File: config.mk
export PLATFORM = sky130hd
export DESIGN_NAME = stat_poll_engine
export DESIGN_NICKNAME = d
export VERILOG_FILES = /design/src/rtl/stat_poll_pkg.sv /design/src/rtl/spi_byte_xfer.sv /design/src/rtl/poll_timeout_ctr.sv /design/src/rtl/poll_status_eval.sv /design/src/rtl/stat_poll_engine.sv
export SDC_FILE = /design/constraint.sdc
export NUM_CORES = 1
export LEC_CHECK = 0
export BUFFER_PORTS_ARGS = -buffer_cell sky130_fd_sc_hd__clkbuf_2
export CAP_MARGIN = 5
export CORE_MARGIN = 1
export CORE_UTILIZATION = 57
export CTS_BUF_LIST = sky130_fd_sc_hd__clkbuf_4 sky130_fd_sc_hd__clkbuf_8
export DETAILED_ROUTE_END_ITERATION = 12
export PLACE_DENSITY = 0.79
export SLEW_MARGIN = 20
export SYNTH_ARGS = -nofsm -noshare
export SYNTH_HDL_FRONTEND = slang
export SYNTH_HIERARCHICAL = 1
export SYNTH_SLANG_ARGS = --single-unit
File: constraint.sdc
create_clock -name clk -period 2.1 [get_ports clk]
set_clock_uncertainty 0.05 [all_clocks]
set_input_delay 0.21 -clock clk [delete_from_list [all_inputs] [get_ports clk]]
set_output_delay 0.21 -clock clk [all_outputs]
set_load 0.005 [all_outputs]
File: src/rtl/stat_poll_pkg.sv
package stat_poll_pkg;
  localparam int STAT_W = 8;
  localparam logic [STAT_W-1:0] OP_READ_STATUS = 8'h00;
  localparam int BIT_BUSY  = 0;
  localparam int BIT_READY = 1;
  localparam int BIT_VIOL  = 2;
  localparam int BIT_FAULT = 3;

  typedef enum logic [1:0] {
    RES_OK      = 2'd0,
    RES_IO_ERR  = 2'd1,
    RES_TIMEOUT = 2'd2
  } poll_res_e;

  typedef enum logic [1:0] {
    PS_IDLE,
    PS_FIRST,
    PS_SECOND,
    PS_EVAL
  } poll_state_e;
endpackage

File: src/rtl/spi_byte_xfer.sv
module spi_byte_xfer #(
  parameter int W        = 8,
  parameter int SCK_HALF = 2,
  parameter int CS_HIGH  = 2
) (
  input  logic         clk,
  input  logic         rst,
  input  logic         start,
  input  logic [W-1:0] tx_byte,
  output logic         done,
  output logic [W-1:0] rx_byte,
  output logic         spi_cs_n,
  output logic         spi_sck,
  output logic         spi_mosi,
  input  logic         spi_miso
);
  localparam int BW = (W > 1) ? $clog2(W) : 1;
  localparam int DW = (SCK_HALF > 1) ? $clog2(SCK_HALF) : 1;
  localparam int GW = (CS_HIGH > 1) ? $clog2(CS_HIGH) : 1;

  typedef enum logic [1:0] {X_IDLE, X_SHIFT, X_GAP} xst_e;
  xst_e          st;
  logic [W-1:0]  tx_sr, rx_sr;
  logic [BW-1:0] bit_cnt;
  logic [DW-1:0] div_cnt;
  logic [GW-1:0] gap_cnt;

  always_ff @(posedge clk) begin
    if (rst) begin
      st       <= X_IDLE;
      spi_cs_n <= 1'b1;
      spi_sck  <= 1'b0;
      spi_mosi <= 1'b0;
      tx_sr    <= '0;
      rx_sr    <= '0;
      rx_byte  <= '0;
      bit_cnt  <= '0;
      div_cnt  <= '0;
      gap_cnt  <= '0;
      done     <= 1'b0;
    end else begin
      done <= 1'b0;
      case (st)
        X_IDLE: begin
          if (start) begin
            spi_cs_n <= 1'b0;
            tx_sr    <= tx_byte;
            spi_mosi <= tx_byte[W-1];
            bit_cnt  <= '0;
            div_cnt  <= '0;
            st       <= X_SHIFT;
          end
        end
        X_SHIFT: begin
          if (div_cnt == DW'(SCK_HALF - 1)) begin
            div_cnt <= '0;
            if (!spi_sck) begin
              spi_sck <= 1'b1;
              rx_sr   <= {rx_sr[W-2:0], spi_miso};
            end else begin
              spi_sck <= 1'b0;
              if (bit_cnt == BW'(W - 1)) begin
                spi_cs_n <= 1'b1;
                gap_cnt  <= '0;
                st       <= X_GAP;
              end else begin
                bit_cnt  <= bit_cnt + 1'b1;
                tx_sr    <= {tx_sr[W-2:0], 1'b0};
                spi_mosi <= tx_sr[W-2];
              end
            end
          end else begin
            div_cnt <= div_cnt + 1'b1;
          end
        end
        X_GAP: begin
          if (gap_cnt == GW'(CS_HIGH - 1)) begin
            done    <= 1'b1;
            rx_byte <= rx_sr;
            st      <= X_IDLE;
          end else begin
            gap_cnt <= gap_cnt + 1'b1;
          end
        end
        default: st <= X_IDLE;
      endcase
    end
  end

  // SCK is idle low whenever chip-select is released
  assert_sck_idle_R2: assert property (@(posedge clk) disable iff (rst)
    spi_cs_n |-> !spi_sck);
  // chip-select stays released for the gap after every byte
  assert_cs_gap_R2: assert property (@(posedge clk) disable iff (rst)
    $rose(spi_cs_n) |=> spi_cs_n);
endmodule

File: src/rtl/poll_timeout_ctr.sv
module poll_timeout_ctr #(
  parameter longint LIMIT = 1000
) (
  input  logic clk,
  input  logic rst,
  input  logic clr,
  input  logic run,
  output logic expired
);
  localparam int CW = $clog2(LIMIT + 1);
  logic [CW-1:0] cnt;

  always_ff @(posedge clk) begin
    if (rst) begin
      cnt     <= '0;
      expired <= 1'b0;
    end else if (clr) begin
      cnt     <= '0;
      expired <= 1'b0;
    end else if (run && !expired) begin
      cnt <= cnt + 1'b1;
      if (cnt == CW'(LIMIT - 1)) expired <= 1'b1;
    end
  end

  // once expired the flag holds until the next request clears it
  assert_expired_holds_R8: assert property (@(posedge clk) disable iff (rst)
    (expired && !clr) |=> expired);
endmodule

File: src/rtl/poll_status_eval.sv
module poll_status_eval
  import stat_poll_pkg::*;
(
  input  logic [STAT_W-1:0] status,
  input  logic [STAT_W-1:0] mask,
  output logic              fault,
  output logic              met
);
  logic [STAT_W-1:0] busy_bit;
  always_comb begin
    busy_bit           = '0;
    busy_bit[BIT_BUSY] = 1'b1;
    fault = status[BIT_VIOL] | status[BIT_FAULT];
    met   = ((status & (busy_bit | mask)) == mask);
  end
endmodule

File: src/rtl/stat_poll_engine.sv
module stat_poll_engine
  import stat_poll_pkg::*;
#(
  parameter longint CLK_FREQ_HZ = 100_000_000,
  parameter int     TIMEOUT_MS  = 2000,
  parameter int     SCK_HALF    = 2,
  parameter int     CS_HIGH     = 2
) (
  input  logic        clk,
  input  logic        rst,
  input  logic        poll_req,
  input  logic [7:0]  poll_mask,
  output logic        poll_busy,
  output logic        poll_done,
  output logic [1:0]  poll_result,
  output logic [7:0]  poll_status,
  output logic        spi_cs_n,
  output logic        spi_sck,
  output logic        spi_mosi,
  input  logic        spi_miso
);
  localparam longint TO_CYCLES = (CLK_FREQ_HZ * TIMEOUT_MS) / 1000;

  poll_state_e       st;
  logic [STAT_W-1:0] mask_q, sample_q, rx_byte;
  logic              xfer_start, xfer_done, accept;
  logic              fault, met, expired;

  assign accept = (st == PS_IDLE) && poll_req;

  spi_byte_xfer #(.W(STAT_W), .SCK_HALF(SCK_HALF), .CS_HIGH(CS_HIGH)) u_xfer (
    .clk(clk), .rst(rst), .start(xfer_start), .tx_byte(OP_READ_STATUS),
    .done(xfer_done), .rx_byte(rx_byte), .spi_cs_n(spi_cs_n),
    .spi_sck(spi_sck), .spi_mosi(spi_mosi), .spi_miso(spi_miso)
  );

  poll_timeout_ctr #(.LIMIT(TO_CYCLES)) u_timer (
    .clk(clk), .rst(rst), .clr(accept), .run(poll_busy), .expired(expired)
  );

  poll_status_eval u_eval (
    .status(sample_q), .mask(mask_q), .fault(fault), .met(met)
  );

  always_ff @(posedge clk) begin
    if (rst) begin
      st          <= PS_IDLE;
      mask_q      <= '0;
      sample_q    <= '0;
      xfer_start  <= 1'b0;
      poll_busy   <= 1'b0;
      poll_done   <= 1'b0;
      poll_result <= RES_OK;
      poll_status <= '0;
    end else begin
      poll_done  <= 1'b0;
      xfer_start <= 1'b0;
      case (st)
        PS_IDLE: begin
          if (poll_req) begin
            mask_q     <= poll_mask;
            poll_busy  <= 1'b1;
            xfer_start <= 1'b1;
            st         <= PS_FIRST;
          end
        end
        PS_FIRST: begin
          if (xfer_done) begin
            xfer_start <= 1'b1;
            st         <= PS_SECOND;
          end
        end
        PS_SECOND: begin
          if (xfer_done) begin
            sample_q <= rx_byte;
            st       <= PS_EVAL;
          end
        end
        PS_EVAL: begin
          if (fault || met || expired) begin
            poll_busy   <= 1'b0;
            poll_done   <= 1'b1;
            poll_status <= sample_q;
            poll_result <= fault ? RES_IO_ERR : (met ? RES_OK : RES_TIMEOUT);
            st          <= PS_IDLE;
          end else begin
            xfer_start <= 1'b1;
            st         <= PS_FIRST;
          end
        end
        default: st <= PS_IDLE;
      endcase
    end
  end

  // done lasts one cycle
  assert_done_pulse_R9: assert property (@(posedge clk) disable iff (rst)
    poll_done |=> !poll_done);
  // done closes a busy interval
  assert_done_ends_busy_R9: assert property (@(posedge clk) disable iff (rst)
    $rose(poll_done) |-> (!poll_busy && $past(poll_busy)));
  // the mask of a running poll is not replaced
  assert_mask_kept_R10: assert property (@(posedge clk) disable iff (rst)
    poll_busy |=> $stable(mask_q));
  // a success result always carries a byte meeting the mask with busy clear
  assert_ok_meets_mask_R5: assert property (@(posedge clk) disable iff (rst)
    (poll_done && poll_result == RES_OK) |->
      (!poll_status[BIT_BUSY] && ((poll_status & mask_q) == mask_q)));
  // an I/O error result always carries a fault bit
  assert_ioerr_has_fault_R4: assert property (@(posedge clk) disable iff (rst)
    (poll_done && poll_result == RES_IO_ERR) |->
      (poll_status[BIT_VIOL] || poll_status[BIT_FAULT]));
endmodule

==> summary.md <==
| Metric | Value |
|---|---|
| Status | `complete, no violations` |
| Critical Path End Type | `register` |
| WL per Instance | `about 14 um` |
| Ys flop type | `dfxtp_1` |
| # fillers | `around 530` |
| Int Pwr | `a little over 3 mW` |
| Distinct cells, synth | `between 50 and 60` |
| Clock latency on the worst-skew pair | `approximately 0.35 ns` |
| Vias in the first global route | `a little over 3000` |
| Final hold violation count | `0` |
| Row count | `30` |
| First-pass DRT Iterations | `7` |
| CP max stage delay | `approximately 0.53 ns` |
| Clock-pin slew on the worst setup and hold paths | `roughly 0.10 ns` |
| Multi-input logic area | `roughly 0.0022 mm^2` |
| Slew Viols, Final | `0` |
| Dpl hpwl | `approximately 5.8 mm` |
| Ports | `27` |
| Mapped Area | `approximately 0.0042 mm^2` |
| Least-Margin Pin Slew | `0.693 ns` |
| CP top delay family | `simple AND/OR/NAND/NOR gates` |
| Core area | `approximately 0.007 mm^2` |
| Instance count of the mapped netlist | `470` |
| DRT antenna net count | `0` |
| CP max FO | `15` |
| Gr ovfl total | `0` |
| Number of antenna diodes | `0` |
| CTS tree | `built` |
| Die height | `slightly below 90 um` |
| Setup violators final | `0` |
| Pwr/cell area | `between 800 and 900 mW/mm^2` |
| Sum of buffers and inverters on the critical path | `2` |
| Max-cap violations | `0` |
| Leakage power | `around 1.9 nW` |
| Dpl ws | `-0.0982 ns` |
| H-tree depth | `3` |
| DR iter-0 viols | `190` |
| Number of flops mapped to enable cells by yosys | `0` |
| DIE AREA | `about 0.0077 mm^2` |
| Fin nets | `529` |
| Crit Path Category | `reg2reg` |
| Largest net degree at the start of global routing | `70` |
| Final Cycle Share | `about 93%` |
| Met3 routed WL | `498 um` |
| Clk buf depth | `2` |
| Routability congestion estimate from global placement | `~0.86` |
| Element type at the critical path start | `register` |
| Met2 wire len | `4.03 mm` |
| Seq. cell area | `roughly 0.0019 mm^2` |
| Layout cells sized above 1 | `15.6%` |
| Worst EP required | `between 2 and 2.5 ns` |
| Fin crit period | `just under 2 ns` |
| Max Fclk | `0.509 GHz` |
| #FFs+latches synth | `between 90 and 100` |
| First-pass GRT wire length | `14.1 mm` |
| CP cell instances | `inv_1, ha_1, nand2_2, clkinv_2, or2_4, or4_1, o21ai_0` |
| Port bufs | `26` |
| Sw frac | `28.2%` |
| Post-synthesis area per instance | `8.92 um^2` |
| Initial Util | `roughly three fifths` |
| RSZ-0062 raised after global routing | `no` |
| Switch Pwr | `about 1.2 mW` |
| Clock power share | `34.2%` |
| Area after DPL | `0.00447 mm^2` |
| Horiz. Die Dim | `approximately 90 um` |
| Clock sink total | `between 90 and 100` |
| P&R area growth vs syn | `13.7%` |
| Worst Hold Class | `in2reg` |
| Synth warn | `6` |
| Sequential area share after synthesis | `between 40% and 50%` |
| Fin worst setup slack | `around 0.14 ns` |
| TritonCTS Buffers | `9` |
| Ys async rst share | `0%` |
| Drt total wl | `~8.6 mm` |
| Via-to-Cell Ratio | `a little under 6` |
| Clock Root Buffer | `clkbuf_8` |
| Comb pwr share | `a little under a fifth` |
| Vias post-DR | `about 3500` |
| Max layer used | `met4` |
| Peak VDD IR | `0.862 mV` |
| Sequential Power Share | `46.7%` |
| Initial antenna violation count | `0` |
| Remaining DRCs | `0` |
| Worst EP arrival | `2.19 ns` |
| Global Route Usage Sum | `23.4%` |
| Slew Limit Headroom | `between 50 and 60%` |
| Slowest CP cell | `or4_1` |
| Met1 wire length | `approximately 4.0 mm` |
| Final Instance Area | `~0.0048 mm^2` |
-- through the flow --
stage	util, %	hold WS [ns]	total power [mW]	TNS, ns	instances
floorplan	-	0.238	2.61	0	477
detailed placement	64.4	0.390	2.82	-0.656	588
global placement	64.4	0.386	2.79	-0.0473	588
finish	68.6	0.0137	4.24	0	608
CTS	68.1	0.00219	4.27	0	604
global route	68.6	0.0134	4.45	0	608
-- per-layer routing --
metal | track usage, % | vias to the layer above
met3 | 5.94 | 4
met1 | 31.0 | 1648
li1 | - | 1766
met2 | 37.4 | 87
met5 | 0 | -
met4 | 7.15 | 0
-- worst min-delay path, stage by stage --
cell,delay (ns)
clkbuf_2,0.08
nand2_1,0.04
a21oi_1,0.05
-- registers in the layout, indices dropped and copies added (netlist names), 3 cells and up --
| signal | flops |
|---|---|
| u_timer/cnt | 28 |
| mask_q | 8 |
| poll_status | 8 |
| sample_q | 8 |
| u_xfer/rx_byte | 8 |
| u_xfer/rx_sr | 8 |
| u_xfer/tx_sr | 7 |
| u_xfer/bit_cnt | 3 |
-- cell usage in the layout, fill, tap and decap left out, drive strengths merged, types with 8 or more instances in the layout --
| cell type | Yosys | routed |
|---|---|---|
| a2111oi | 8 | 8 |
| a21oi | 39 | 39 |
| buf | 12 | 20 |
| clkbuf | 16 | 36 |
| conb | 1 | 8 |
| dfxtp | 94 | 94 |
| ha | 10 | 10 |
| inv | 8 | 9 |
| mux2i | 25 | 25 |
| nand2 | 63 | 63 |
| nand3 | 16 | 16 |
| nand4 | 12 | 12 |
| nor2 | 43 | 43 |
| o21ai | 9 | 9 |
| or3 | 8 | 8 |
| or4 | 9 | 9 |
-- layout make-up --
cell class / count / area share [%]
clock buffer: 10 / 2.76
clock inverter: 6 / 2.49
inverter: 10 / 0.814
multi-input combinational: 345 / 45.6
sequential: 94 / 39.5
tap: 96 / 2.52
timing repair buffer: 47 / 6.35
-- path summary, 6_finish.rpt --
check                           slack, ns         start  depth (start not counted)              end
worst min register to register       0.42     mask_q[7]                          2        mask_q[7]
worst max-delay path                 0.14         st[0]                          7  u_timer/cnt[10]
worst min-delay path                 0.01  poll_mask[2]                          3        mask_q[2]
worst max register to register       0.14         st[0]                          7  u_timer/cnt[10]
-- power groups by stage --
stage                     logic [mW]  registers, mW  clock network (mW)
after detailed placement       0.792           2.02                   0
after global placement         0.767           2.02                   0
after global routing           0.898           2.00                1.55
after floorplan                0.606           2.00                   0
final                          0.809           1.98                1.45
after CTS                      0.805           1.98                1.48
-- cell families after synthesis --
logic type	after synthesis	synth area share, %
compound gates	97	15.5
xor+xnor	12	2.51
fa+ha+maj	10	2.98
buf+inv	38	4.39
flops	94	44.9
mux	25	5.97
other cells	1	0.0894
simple gates	193	23.7
-- cell usage after synthesis (2+ instances only) --
cell,n,area (um^2)
buf_6,4,45.0
clkinv_1,2,7.51
xor2_1,7,61.3
o211ai_1,3,22.5
a31oi_1,2,12.5
nor2b_1,2,12.5
nor2_1,43,161
inv_1,8,30.0
a22oi_1,3,22.5
o21a_1,2,15.0
or2_2,4,25.0
and4_1,3,26.3
ha_1,10,125
or4_1,9,67.6
nand2b_1,7,43.8
nand3_1,16,80.1
xnor2_1,5,43.8
o21ai_0,9,45.0
or3_1,7,43.8
dfxtp_1,94,1880
o31ai_1,6,45.0
buf_2,6,30.0
a21oi_1,39,195
o311ai_0,3,26.3
nor4_1,7,43.8
clkbuf_1,16,60.1
nand2_1,63,236
nor4b_1,2,17.5
and4b_1,2,20.0
and3_1,3,18.8
nor3_1,4,20.0
nand4_1,11,68.8
nor4bb_1,2,20.0
a211oi_1,2,15.0
a31o_2,7,61.3
a2111oi_0,7,61.3
mux2i_1,25,250
a32o_1,2,20.0
o41ai_1,3,26.3
or4bb_1,2,22.5
-- what timing repair did --
item,CTS,global route
pin swaps,0,1
hold buffers,0,1
setup endpoints to repair,9,6
buffers inserted,0,3
resized for setup,1,1
hold endpoints to repair,0,1
No activity file was read; power rests on OpenSTA's default activity.
